File: config.mk
export PLATFORM = sky130hd
export DESIGN_NAME = hb_gate_seq
export DESIGN_NICKNAME = d
export VERILOG_FILES = /design/src/rtl/hbs_pkg.sv /design/src/rtl/hbs_tri_filter.sv /design/src/rtl/hbs_fsm.sv /design/src/rtl/hb_gate_seq.sv
export SDC_FILE = /design/constraint.sdc
export NUM_CORES = 1
export LEC_CHECK = 0
export BUFFER_PORTS_ARGS = -buffer_cell sky130_fd_sc_hd__buf_2
export CAP_MARGIN = 20
export CORE_ASPECT_RATIO = 0.5
export CORE_UTILIZATION = 40
export CTS_BUF_LIST = sky130_fd_sc_hd__clkbuf_8
export DETAILED_ROUTE_END_ITERATION = 12
export PLACE_DENSITY = 0.64
export SKIP_CTS_REPAIR_TIMING = 1
export SLEW_MARGIN = 15
export SYNTH_ARGS = -nofsm -noshare
export SYNTH_HDL_FRONTEND = slang
export SYNTH_SLANG_ARGS = --single-unit
File: constraint.sdc
create_clock -name clk -period 2.7 [get_ports clk]
set_input_delay 0.54 -clock clk [delete_from_list [all_inputs] [get_ports clk]]
set_output_delay 0.54 -clock clk [all_outputs]
set_load 0.1 [all_outputs]
File: src/rtl/hbs_pkg.sv
package hbs_pkg;

  typedef enum logic [1:0] {
    CMD_OFF  = 2'd0,
    CMD_LOW  = 2'd1,
    CMD_HIGH = 2'd2
  } cmd_e;

  typedef enum logic [2:0] {
    ST_IDLE    = 3'd0,
    ST_WAIT_HS = 3'd1,
    ST_HS_ON   = 3'd2,
    ST_WAIT_LS = 3'd3,
    ST_LS_ON   = 3'd4,
    ST_DE_OFF  = 3'd5
  } seq_st_e;

  // Level encoding: bit1 set = undriven, else bit0 selects high/low.
  function automatic cmd_e decode_lvl(input logic [1:0] lvl);
    if (lvl[1])      return CMD_OFF;
    else if (lvl[0]) return CMD_HIGH;
    else             return CMD_LOW;
  endfunction

endpackage

File: src/rtl/hbs_tri_filter.sv
module hbs_tri_filter
  import hbs_pkg::*;
#(
  parameter int HOLD_CYC = 35,
  parameter int EXIT_CYC = 7,
  parameter int CW       = 6
) (
  input  logic       clk,
  input  logic       rst_n,
  input  logic       en,
  input  logic [1:0] pwm_lvl,
  output cmd_e       cmd
);

  localparam logic [CW-1:0] HOLD_LAST = CW'(HOLD_CYC - 1);
  localparam logic [CW-1:0] EXIT_END  = CW'(EXIT_CYC);
  localparam logic [CW-1:0] ONE       = CW'(1);

  cmd_e          raw, raw_q;
  logic [CW-1:0] tri_cnt, exit_cnt, exit_nxt;

  always_comb begin
    raw      = decode_lvl(pwm_lvl);
    exit_nxt = (raw == raw_q) ? exit_cnt + ONE : ONE;
  end

  always_ff @(posedge clk or negedge rst_n) begin
    if (!rst_n) begin
      cmd      <= CMD_OFF;
      raw_q    <= CMD_OFF;
      tri_cnt  <= '0;
      exit_cnt <= '0;
    end else if (!en) begin
      cmd      <= CMD_OFF;
      raw_q    <= CMD_OFF;
      tri_cnt  <= '0;
      exit_cnt <= '0;
    end else begin
      raw_q <= raw;
      if (raw == CMD_OFF) begin
        exit_cnt <= '0;
        if (cmd == CMD_OFF) begin
          tri_cnt <= '0;
        end else if (tri_cnt == HOLD_LAST) begin
          cmd     <= CMD_OFF;
          tri_cnt <= '0;
        end else begin
          tri_cnt <= tri_cnt + ONE;
        end
      end else begin
        tri_cnt <= '0;
        if (cmd != CMD_OFF) begin
          cmd      <= raw;
          exit_cnt <= '0;
        end else if (exit_nxt == EXIT_END) begin
          cmd      <= raw;
          exit_cnt <= '0;
        end else begin
          exit_cnt <= exit_nxt;
        end
      end
    end
  end

  // the command can only be released after an undriven sample.
  assert_tri_release_R4: assert property (@(posedge clk) disable iff (!rst_n)
    ($past(en) && en && $past(cmd) != CMD_OFF && cmd == CMD_OFF) |-> $past(pwm_lvl[1]))
    else $error("tri release without undriven input");

  // leaving the released state follows a driven sample of the same level.
  assert_exit_level_R5: assert property (@(posedge clk) disable iff (!rst_n)
    ($past(cmd) == CMD_OFF && cmd != CMD_OFF) |-> (!$past(pwm_lvl[1]) && (cmd == decode_lvl($past(pwm_lvl)))))
    else $error("exit with wrong level");

endmodule

File: src/rtl/hbs_fsm.sv
module hbs_fsm
  import hbs_pkg::*;
#(
  parameter int MIN_ON_CYC = 70,
  parameter int TMO_CYC    = 40,
  parameter int CW         = 7
) (
  input  logic clk,
  input  logic rst_n,
  input  logic en,
  input  logic dcm_mode,
  input  cmd_e cmd,
  input  logic ls_gate_low,
  input  logic hs_gate_low,
  input  logic sw_node_low,
  input  logic zc_rev,
  output logic gh_en,
  output logic gl_en
);

  localparam logic [CW-1:0] TMO_LAST = CW'(TMO_CYC - 1);
  localparam logic [CW-1:0] ON_LAST  = CW'(MIN_ON_CYC - 1);
  localparam logic [CW-1:0] ONE      = CW'(1);

  seq_st_e       st, st_n;
  logic [CW-1:0] wait_cnt, on_cnt;
  logic          tmo_hit, min_done, hs_clear, ls_clear;

  always_comb begin
    tmo_hit  = (wait_cnt == TMO_LAST);
    min_done = (on_cnt == ON_LAST);
    hs_clear = hs_gate_low && sw_node_low;
    ls_clear = ls_gate_low;
  end

  always_comb begin
    st_n = st;
    unique case (st)
      ST_IDLE: begin
        if (cmd == CMD_HIGH)     st_n = ST_WAIT_HS;
        else if (cmd == CMD_LOW) st_n = ST_WAIT_LS;
      end
      ST_WAIT_HS: begin
        if (cmd == CMD_OFF)          st_n = ST_IDLE;
        else if (cmd == CMD_LOW)     st_n = ST_WAIT_LS;
        else if (ls_clear || tmo_hit) st_n = ST_HS_ON;
      end
      ST_HS_ON: begin
        if (cmd == CMD_OFF)      st_n = ST_IDLE;
        else if (cmd == CMD_LOW) st_n = ST_WAIT_LS;
      end
      ST_WAIT_LS: begin
        if (cmd == CMD_OFF)           st_n = ST_IDLE;
        else if (cmd == CMD_HIGH)     st_n = ST_WAIT_HS;
        else if (hs_clear || tmo_hit) st_n = ST_LS_ON;
      end
      ST_LS_ON: begin
        if (cmd == CMD_OFF)                        st_n = ST_IDLE;
        else if (cmd == CMD_HIGH)                  st_n = ST_WAIT_HS;
        else if (dcm_mode && min_done && zc_rev)   st_n = ST_DE_OFF;
      end
      ST_DE_OFF: begin
        if (cmd == CMD_OFF)       st_n = ST_IDLE;
        else if (cmd == CMD_HIGH) st_n = ST_WAIT_HS;
        else if (!dcm_mode)       st_n = ST_WAIT_LS;
      end
      default: st_n = ST_IDLE;
    endcase
  end

  always_ff @(posedge clk or negedge rst_n) begin
    if (!rst_n) begin
      st       <= ST_IDLE;
      wait_cnt <= '0;
      on_cnt   <= '0;
    end else if (!en) begin
      st       <= ST_IDLE;
      wait_cnt <= '0;
      on_cnt   <= '0;
    end else begin
      st <= st_n;
      if (st_n != st)
        wait_cnt <= '0;
      else if (st == ST_WAIT_HS || st == ST_WAIT_LS)
        wait_cnt <= wait_cnt + ONE;
      if (st_n == ST_LS_ON && st != ST_LS_ON)
        on_cnt <= '0;
      else if (st == ST_LS_ON && !min_done)
        on_cnt <= on_cnt + ONE;
    end
  end

  assign gh_en = en && (st == ST_HS_ON);
  assign gl_en = en && (st == ST_LS_ON);

  assert_no_overlap_R3: assert property (@(posedge clk) disable iff (!rst_n)
    !(gh_en && gl_en))
    else $error("both gates enabled");

  assert_hs_dead_time_R1: assert property (@(posedge clk) disable iff (!rst_n)
    $rose(gh_en) |-> !$past(gl_en))
    else $error("high side rose straight from low side");

  assert_ls_dead_time_R2: assert property (@(posedge clk) disable iff (!rst_n)
    $rose(gl_en) |-> !$past(gh_en))
    else $error("low side rose straight from high side");

  assert_resume_idle_R10: assert property (@(posedge clk) disable iff (!rst_n)
    (!$past(en) && en) |-> (!gh_en && !gl_en))
    else $error("gate on right after enable");

  assert_de_turnoff_R6: assert property (@(posedge clk) disable iff (!rst_n)
    ($past(gl_en) && !gl_en && en && $past(en) && $past(cmd) == CMD_LOW)
      |-> ($past(dcm_mode) && $past(zc_rev) && $past(min_done)))
    else $error("low side dropped early");

  assert_ccm_hold_R7: assert property (@(posedge clk) disable iff (!rst_n)
    ($past(gl_en) && !$past(dcm_mode) && $past(cmd) == CMD_LOW && en) |-> gl_en)
    else $error("low side dropped in continuous mode");

endmodule

File: src/rtl/hb_gate_seq.sv
module hb_gate_seq
  import hbs_pkg::*;
#(
  parameter int HOLD_CYC   = 35,
  parameter int EXIT_CYC   = 7,
  parameter int MIN_ON_CYC = 70,
  parameter int TMO_CYC    = 40
) (
  input  logic       clk,
  input  logic       rst_n,
  input  logic       en,
  input  logic [1:0] pwm_lvl,
  input  logic       dcm_mode,
  input  logic       ls_gate_low,
  input  logic       hs_gate_low,
  input  logic       sw_node_low,
  input  logic       zc_rev,
  output logic       gh_en,
  output logic       gl_en
);

  localparam int FILT_MAX = (HOLD_CYC > EXIT_CYC) ? HOLD_CYC : EXIT_CYC;
  localparam int SEQ_MAX  = (MIN_ON_CYC > TMO_CYC) ? MIN_ON_CYC : TMO_CYC;
  localparam int FILT_W   = $clog2(FILT_MAX + 1);
  localparam int SEQ_W    = $clog2(SEQ_MAX + 1);

  cmd_e cmd;

  hbs_tri_filter #(
    .HOLD_CYC (HOLD_CYC),
    .EXIT_CYC (EXIT_CYC),
    .CW       (FILT_W)
  ) u_filter (
    .clk     (clk),
    .rst_n   (rst_n),
    .en      (en),
    .pwm_lvl (pwm_lvl),
    .cmd     (cmd)
  );

  hbs_fsm #(
    .MIN_ON_CYC (MIN_ON_CYC),
    .TMO_CYC    (TMO_CYC),
    .CW         (SEQ_W)
  ) u_fsm (
    .clk         (clk),
    .rst_n       (rst_n),
    .en          (en),
    .dcm_mode    (dcm_mode),
    .cmd         (cmd),
    .ls_gate_low (ls_gate_low),
    .hs_gate_low (hs_gate_low),
    .sw_node_low (sw_node_low),
    .zc_rev      (zc_rev),
    .gh_en       (gh_en),
    .gl_en       (gl_en)
  );

endmodule

Word level (Yosys, flattened, before mapping)
Cells that the tools add are included.

Mux-type cells: 41. Reduce and logical (&&, ||, !) cells: 16. $add $sub $neg: 4. Eq/ne operators: 20.

Operator list (count): $mux 6 (9); $mux 3 (16); $mux 7 (6); $mux 2 (9); $pmux 3 s6 (1); $add 7x1->7 const B (2); $add 6x1->6 const B (2); $eq 3x3->1 const B (3); $ne 3x3->1 const B (3); $eq 7x6->1 const B (1); $eq 7x7->1 const B (1); $logic_and 1x1->1 (7); $eq 3x2->1 const B (2); $eq 6x3->1 const B (1); $eq 6x6->1 const B (1); $ne 3x1->1 const B (2); $logic_not 2->1 (2); $ne 4x1->1 const B (1); $eq 3x1->1 const B (1); $logic_not 3->1 (1); $logic_or 1x1->1 (3); $ne 3x3->1 (1); $reduce_and 3->1 (1); $eq 2x1->1 const B (1); other kinds (4) (4).

Flip-flop bits (word level): 33. Output and inout port bits: 2. Input port bits: 10. Word-level logic and storage cells: 88.

Depth between registers and ports, before layout
Gate-level depths: netlist of run 1.

Depth in word-level cells: 11. Depth in mapped cells: 8. Gate-level depth less buffers: 8.

Modules after synthesis
Synthesis of run 1 repeated with hierarchy kept, for this count alone.

Cells, all modules: 193. Area total of the unflattened synthesis: 1926.8 um^2.

By module, submodules not included: hbs_fsm (area each 1128.6 um^2, times used 1, seq. area each 425.4 um^2, cells each 118); hbs_tri_filter (area each 798.3 um^2, times used 1, seq. area each 400.4 um^2, cells each 75).

Worst setup path before layout of run 1
OpenSTA, ideal clock, no wires.

Path kind: input-to-output. Start point: in en. End point: out gh_en. Slack: -1742 ps. Path buffers: 1. Stages: 2. Data required time: 2160 ps. Data arrival time: 3902 ps. Path through: clkbuf_1 -> nor4b_1.

Cells in the longest elaborated chain, start to end: 1.

Ends and longest elaborated chain: start: declaration (line hb_gate_seq.sv:11) `input logic en,`; $logic_and 1x1->1 (line hbs_fsm.sv:93) `assign gh_en = en && (st == ST_HS_ON);`; end: declaration (line hb_gate_seq.sv:18) `output logic gh_en,`.

Every way passes these cells.

Worst setup path after layout of run 1
Start point: reg u_fsm.st[1]. End point: out gh_en.

Cells in the longest elaborated chain, start to end: 2.

Ends and longest elaborated chain: start: declaration (line hbs_fsm.sv:25) `seq_st_e st, st_n;`; start signal: assignment (line hbs_fsm.sv:81) `st <= st_n;`; $eq 3x2->1 (line hbs_fsm.sv:93); $logic_and 1x1->1 (line hbs_fsm.sv:93).

Every way passes these cells.

==> results of run 1 <==
==> per-stage QoR <==
stage               hold WS [ns]  setup WS (ns)  setup TNS (ns)
global route               0.377          0.353               0
floorplan                  0.244         -0.323          -0.323
finish                     0.313          0.433               0
global placement           0.478          0.695               0
detailed placement         0.480          0.606               0
CTS                        0.350          0.444               0
==> worst max path at each step <==
| stage | end | slack [ns] | depth (start not counted) |
|---|---|---|---|
| final | gh_en | 0.43 | 3 |
| after global routing | gh_en | 0.35 | 3 |
| after CTS | gh_en | 0.44 | 3 |
| after detailed placement | u_fsm.wait_cnt[6] | 0.61 | 7 |
| after global placement | u_fsm.wait_cnt[3] | 0.69 | 7 |
| after floorplan | gh_en | -0.32 | 2 |
==> cells in the final DEF (no fill, tap or decap), drive strengths merged, types with 4 or more instances in the layout <==
cell type  synthesis  final
and3               5      5
xor2               9      9
buf                5     13
a31oi              4      4
nand2b             5      5
xnor2              9      9
clkbuf             1      6
dfrtp             33     33
ha                 6      6
inv                7      8
nor2              27     27
nor2b              6      6
nand3             10     10
a21oi              9      9
nand2             13     13
==> cell type report <==
class / instances / area [µm²]
fill: 435 / 2370
timing repair buffer: 13 / 70.1
clock buffer: 6 / 82.6
tap: 66 / 82.6
clock inverter: 1 / 3.75
multi-input combinational: 150 / 1030
sequential: 33 / 826
inverter: 7 / 26.3
==> cell families after synthesis <==
group	synth area share, %
fa+ha+maj	3.95
buf+inv	3.03
flops	43.5
simple gates	24.9
mux	0.527
xor+xnor	8.30
compound gates	15.8
==> report_power, final <==
part	internal [W]	switching [W]	leakage [nW]	total [W]
clock	0.000198	0.000174	0.0485	0.000372
combinational	0.0000384	0.0000648	0.394	0.000103
sequential	0.000502	0.0000115	0.457	0.000513
==> state kept, by name (all words and copies together), names as in the netlist <==
name               cells
u_filter.cmd           2
u_fsm.st               3
u_fsm.on_cnt           7
u_fsm.wait_cnt         7
u_filter.raw_q         2
u_filter.tri_cnt       6
u_filter.exit_cnt      6
==> metal layers <==
metal  vias to the layer above  share of wire, %  wire length, µm  track usage [%]
li1                        719                 -                -                -
met1                       707                50             1860             22.5
met2                        42                43             1600             26.7
met3                        10               4.0              149             4.60
met4                         0               2.3               84             7.35
met5                         -                 0                0                0
==> worst max-delay path: cells and delay by family, from the launching register on <==
family | cells | cell delay [ns]
buffers and inverters | 2 | 0.69
DFF | 1 | 0.52
and+or+nand+nor | 1 | 0.23
==> results.json, run 1 <==
{
  "status": "complete, no violations",
  "die_w_um": 99.5,
  "synthCells": 196,
  "die_area_um2": 5040,
  "antenna_found_initial": 0,
  "dp.cells": 269,
  "ys_ff_latch": 33,
  "ys_top_cells_by_count": "33 x dfrtp_1, 27 x nor2_1, 13 x nand2_1",
  "io_pins": 12,
  "cellLeakagePower_nw": 0.900,
  "fmax_ghz": 0.441,
  "routabilityCongestion": 0.867,
  "hold_viol": 0,
  "mappedNetlistArea_um2": 1900,
  "drc": 0,
  "hpwlAfterDp_um": 2620,
  "cts_max_path_buffers": 2,
  "dr_total_vias": 1478,
  "yosysSeqAreaShare_pct": 43.5,
  "viasPerCell": 5.36,
  "rrSetupSlack_ns": 0.59,
  "netlist.top_cell.by_area": "dfrtp_1",
  "slew_headroom_pct": 46.8,
  "crit_path_end_kind": "output port",
  "grt_remaining_overflow": 0,
  "cts-buffers-inserted": 5,
  "clk_pin_slew_worst_paths_ns": 0.07,
  "wl_per_cell_um": 13.4,
  "synth_edf_count": 0,
  "crit_required_ns": 2.16,
  "reg2regPathDepth": 7,
  "fin_area_um2": 2120,
  "crit_arrival_ns": 1.73,
  "startpoint_type": "register",
  "grt_max_degree": 34,
  "worst_path_max_delay_cell": "dfrtp_1",
  "tightest_slew_ns": 0.789,
  "synth-async-reset-ratio_pct": 100,
  "p_per_area_nw_per_um2": 467,
  "finalMaxSlewViolations": 0,
  "ir_worst_vdd_mv": 0.171,
  "rsz0062_at_grt": "false",
  "grt_pass1_vias": 1412,
  "crit_fanout": 9,
  "coreArea_um2": 4490,
  "r2r_end": "u_fsm.wait_cnt[6]",
  "area.growth.synth_to_final_pct": 11.5,
  "synth_ff_type": "dfrtp_1",
  "synth_top_area_share_pct": 43.5,
  "syn-num-nets": 212,
  "final_nets": 226,
  "final_cells": 276,
  "postSynthAreaPerCell_um2": 9.69,
  "drtIter0Drc": 69,
  "slowest_delay_ns": 0.52,
  "min_path_type": "in -> async",
  "fin_skew_ns": 0.00841,
  "cap_violations": 0,
  "totalPowerFinal_w": 0.000989,
  "diodes": 0,
  "place_area_um2": 2030,
  "synthTopCellsByArea": "dfrtp_1 43%, nor2_1 5.3%, xnor2_1 4.2%",
  "finalCriticalPeriod_ns": 2.27,
  "yosys_warnings": 0,
  "grtUsageTotal_pct": 17.1,
  "cp-startpoint": "u_fsm.st[1]",
  "timing.rr.start": "u_fsm.wait_cnt[0]",
  "start_util_pct": 42.3,
  "htreeDepth": 2,
  "grt_pass1_wl_um": 6490,
  "drt-total-wl_um": 3690,
  "fin_crit_sh_pct": 84.0,
  "utilization_pct": 47.2,
  "synthMostInstantiatedCell": "dfrtp_1",
  "cp_cell_sequence": "inv_1, nor4b_2, buf_2",
  "setup_viol": 0,
  "synth_cell_types": 47,
  "cts.sinks": 33,
  "row_count": 17,
  "cts-root-buf": "clkbuf_8",
  "drt.antenna.violating_nets": 0,
  "drive_gt1_share_pct": 14.8,
  "criticalPathCategory": "reg -> out",
  "drtPass1Iterations": 4,
  "fp.dieH_um": 50.7,
  "tritoncts": "yes",
  "io_buffers": 11,
  "clkLatencyLatePin_ns": 0.29
}
(Power assumes the default switching activity.)
==> run 2: changes to the inputs <==
Settings changed: PLACE_DENSITY 0.64 to 0.67.
Clock period 2.7 ns to 1.9 ns, I/O delays scaled along.
==> results.json, run 2 (same netlist as run 1, synthesis figures left out) <==
{
  "clk_pin_slew_worst_paths_ns": 0.07,
  "violations": "setup timing",
  "io_pins": 12,
  "drive_gt1_share_pct": 26.7,
  "rsz0062_at_grt": "true",
  "grt_remaining_overflow": 0,
  "criticalPathCategory": "reg -> reg",
  "grt_max_degree": 34,
  "htreeDepth": 2,
  "tightest_slew_ns": 0.749,
  "coreArea_um2": 4490,
  "grt_pass1_vias": 1522,
  "crit_required_ns": 2.12,
  "final_nets": 248,
  "io_buffers": 11,
  "final_cell_mix": "32 x dfrtp_1, 27 x nor2_1, 23 x buf_4",
  "finalCriticalPeriod_ns": 1.94,
  "antenna_found_initial": 0,
  "final_cells": 298,
  "cts.sinks": 33,
  "min_path_type": "in -> async",
  "timing.rr.start": "u_fsm.wait_cnt[0]",
  "r2r_end": "u_fsm.wait_cnt[1]",
  "crit_path_end_kind": "register",
  "layout_commonest_cell": "dfrtp_1",
  "crit_arrival_ns": 2.16,
  "cap_violations": 0,
  "clkLatencyLatePin_ns": 0.29,
  "drtIter0Drc": 61,
  "drt-total-wl_um": 4000,
  "reg_top3": "u_fsm.on_cnt x7, u_fsm.wait_cnt x7",
  "finalMaxSlewViolations": 0,
  "final-seq-area_um2": 827,
  "viasPerCell": 5.10,
  "wl_per_cell_um": 13.4,
  "multi_input_area_um2": 1080,
  "hold_viol": 0,
  "rrSetupSlack_ns": -0.04,
  "dr_total_vias": 1519,
  "die_area_um2": 5040,
  "cts-buffers-inserted": 5,
  "grtUsageTotal_pct": 18.5,
  "fin_skew_ns": 0.00737,
  "area.growth.synth_to_final_pct": 25.6,
  "status": "complete, but fails checks",
  "fp.dieH_um": 50.7,
  "ir_worst_vdd_mv": 0.234,
  "startpoint_type": "register",
  "diodes": 0,
  "dp.cells": 289,
  "drtPass1Iterations": 4,
  "drt.antenna.violating_nets": 0,
  "whs_ns": 0.157,
  "tritoncts": "yes",
  "cts_max_path_buffers": 2,
  "row_count": 17,
  "cellLeakagePower_nw": 1.02,
  "setup_viol": 7,
  "setup_slack_ns": -0.0384,
  "hpwlAfterDp_um": 2840,
  "setup_tns_ns": -0.184,
  "die_w_um": 99.5,
  "routabilityCongestion": 0.840,
  "start_util_pct": 42.3,
  "slew_headroom_pct": 50.1,
  "grt_pass1_wl_um": 7030,
  "fmax_ghz": 0.516,
  "reg2regPathDepth": 7,
  "fin_crit_sh_pct": 102,
  "nFillCells": 413,
  "crit_fanout": 7,
  "drc": 0,
  "cts-root-buf": "clkbuf_8",
  "p_per_area_nw_per_um2": 610,
  "utilization_pct": 53.2
}
==> run 2: how the worst max path moves through the flow <==
stage,startpoint,to,slack [ns]
4_1_cts,u_fsm.wait_cnt[0],u_fsm.wait_cnt[1],-0.11
2_1_floorplan,en,gh_en,-0.17
3_3_place_gp,u_fsm.wait_cnt[0],u_fsm.wait_cnt[1],-0.01
5_1_grt,u_fsm.wait_cnt[0],u_fsm.wait_cnt[5],-0.13
6_report,u_fsm.wait_cnt[0],u_fsm.wait_cnt[1],-0.04
3_5_place_dp,u_fsm.wait_cnt[0],u_fsm.wait_cnt[1],-0.08
==> run 2: critical path: stages, from the launching register on <==
cell      delay [ns]
dfrtp_1         0.39
ha_2            0.19
and3_4          0.18
a211oi_4        0.27
o32ai_2         0.13
a221oi_2        0.34
o311ai_4        0.22
a21oi_2         0.15
==> run 2: report_power, final <==
part           switching (W)  leakage (nW)  internal [W]
clock               0.000254        0.0433      0.000286
sequential         0.0000123         0.456      0.000713
combinational       0.000109         0.522     0.0000819
==> run 2: layout make-up <==
cell class / instances / area share (%)
clock buffer: 6 / 3.46
clock inverter: 1 / 0.315
inverter: 7 / 1.10
multi-input combinational: 150 / 45.4
sequential: 33 / 34.7
tap: 66 / 3.46
timing repair buffer: 35 / 11.6
==> run 2: metal layers <==
metal	vias up	global-route usage, %	routed length, µm
li1	760	-	-
met1	725	24.5	2030
met2	28	28.1	1780
met3	6	5.99	162
met4	0	7.11	30
met5	-	0	0
==> run 2: through the flow <==
step | setup slack (ns) | instance area [µm²] | total power (W)
6_report | -0.0384 | 2390 | 0.00146
2_1_floorplan | -0.170 | 1930 | 0.000841
5_1_grt | -0.133 | 2390 | 0.00153
3_5_place_dp | -0.0827 | 2240 | 0.000918
4_1_cts | -0.108 | 2330 | 0.00147
3_3_place_gp | -0.0135 | 2240 | 0.000916
==> run 3: changes to the inputs <==
Settings changed: CORE_UTILIZATION 40 to 36, PLACE_DENSITY 0.67 to 0.62.
==> results.json, run 3 (same netlist as run 1, synthesis figures left out) <==
{
  "ir_worst_vdd_mv": 0.264,
  "cts-root-buf": "clkbuf_8",
  "cp_cell_sequence": "ha_2, and3_4, a211oi_4, o32ai_2, a221oi_2, o311ai_4, nor2_1",
  "start_util_pct": 38.0,
  "cts.sinks": 33,
  "rsz0062_at_grt": "true",
  "p_per_area_nw_per_um2": 588,
  "drc": 0,
  "tightest_slew_ns": 0.736,
  "crit_required_ns": 2.11,
  "slew_headroom_pct": 51.0,
  "drtPass1Iterations": 4,
  "finalCriticalPeriod_ns": 1.98,
  "io_buffers": 11,
  "routabilityCongestion": 0.858,
  "place_area_um2": 2250,
  "row_count": 18,
  "fin_area_um2": 2440,
  "grt_remaining_overflow": 0,
  "cap_violations": 0,
  "setup_tns_ns": -0.454,
  "status": "complete, but fails checks",
  "viasPerCell": 5.16,
  "dr_total_vias": 1601,
  "r2r_end": "u_fsm.wait_cnt[6]",
  "cts_max_path_buffers": 2,
  "final_cell_mix": "32 x dfrtp_1, 31 x buf_4, 27 x nor2_1",
  "grt_pass1_vias": 1528,
  "wl_per_cell_um": 13.7,
  "grt_pass1_wl_um": 6980,
  "grtUsageTotal_pct": 16.3,
  "hpwlAfterDp_um": 2900,
  "diodes": 0,
  "grt_max_degree": 34,
  "area.growth.synth_to_final_pct": 28.7,
  "crit_fanout": 7,
  "crit_path_end_kind": "register",
  "fin_crit_sh_pct": 104,
  "clk_pin_slew_worst_paths_ns": 0.07,
  "utilization_pct": 48.9,
  "dp.cells": 296,
  "hold_viol": 0,
  "die_area_um2": 5590,
  "crit_arrival_ns": 2.19,
  "dp_slack_ns": -0.147,
  "startpoint_type": "register",
  "cts-buffers-inserted": 5,
  "io_pins": 12,
  "reg_top3": "u_fsm.on_cnt x7, u_fsm.wait_cnt x7",
  "nFillCells": 471,
  "criticalPathCategory": "reg -> reg",
  "htreeDepth": 2,
  "reg2regPathDepth": 7,
  "fin_skew_ns": 0.00882,
  "die_w_um": 105,
  "antenna_found_initial": 0,
  "coreArea_um2": 5000,
  "min_path_type": "in -> async",
  "worst_path_max_delay_cell": "dfrtp_1",
  "drt.antenna.violating_nets": 0,
  "fp.dieH_um": 53.4,
  "rrSetupSlack_ns": -0.08,
  "finalMaxSlewViolations": 0,
  "violations": "setup timing",
  "drt-total-wl_um": 4250,
  "setup_viol": 7,
  "final_nets": 255,
  "slowest_delay_ns": 0.41,
  "tritoncts": "yes",
  "clkLatencyLatePin_ns": 0.29,
  "fmax_ghz": 0.506,
  "timing.rr.start": "u_fsm.wait_cnt[0]",
  "setup_slack_ns": -0.0773,
  "drive_gt1_share_pct": 30.4,
  "final_cells": 310,
  "cellLeakagePower_nw": 1.06,
  "layout_commonest_cell": "dfrtp_1",
  "drtIter0Drc": 77
}
## run 3: cell type report
class	count	area, µm²	area share, %
Clock buffer	5	68.8	2.82
Clock inverter	3	17.5	0.717
Inverter	7	26.3	1.08
Multi-Input combinational cell	150	1100	45.0
Sequential cell	33	827	33.8
Tap cell	70	87.6	3.58
Timing Repair Buffer	42	318	13.0
## run 3: per-stage QoR
step / hold slack [ns] / power, W
floorplan: 0.0844 / 0.000841
global placement: 0.474 / 0.000912
detailed placement: 0.489 / 0.000916
CTS: 0.173 / 0.00144
global route: 0.202 / 0.00151
finish: 0.153 / 0.00144
## run 3: worst max path at each step
stage	startpoint	endpoint	slack (ns)	cells past startpoint
2_1_floorplan	en	gh_en	-0.17	2
3_3_place_gp	u_fsm.wait_cnt[0]	u_fsm.wait_cnt[0]	-0.02	7
3_5_place_dp	u_fsm.wait_cnt[0]	u_fsm.wait_cnt[6]	-0.15	7
4_1_cts	u_fsm.wait_cnt[0]	u_fsm.wait_cnt[6]	-0.17	7
5_1_grt	u_fsm.wait_cnt[0]	u_fsm.wait_cnt[6]	-0.18	7
6_report	u_fsm.wait_cnt[0]	u_fsm.wait_cnt[6]	-0.08	7
## run 3: worst max-delay path: cells and delay by family (launching register included)
kind / cells / cell delay (ns)
adder cells (fa/ha/maj): 1 / 0.19
AO/OA/AOI/OAI: 4 / 0.98
flip-flops: 1 / 0.41
AND/OR/NAND/NOR: 2 / 0.33
## run 3: layer usage
metal	vias up	global-route usage (%)	wire, µm
met1	791	20.7	2080
met4	0	7.98	80
met2	22	26.8	1980
li1	779	-	-
met5	-	0	0
met3	9	3.82	112
## run 3: power by group
part / internal (W) / switching [W] / leakage (nW) / total, W
combinational: 0.0000803 / 0.000110 / 0.556 / 0.000191
clock: 0.000253 / 0.000268 / 0.0439 / 0.000521
sequential: 0.000713 / 0.0000131 / 0.456 / 0.000726
total: 0.00105 / 0.000392 / 1.06 / 0.00144
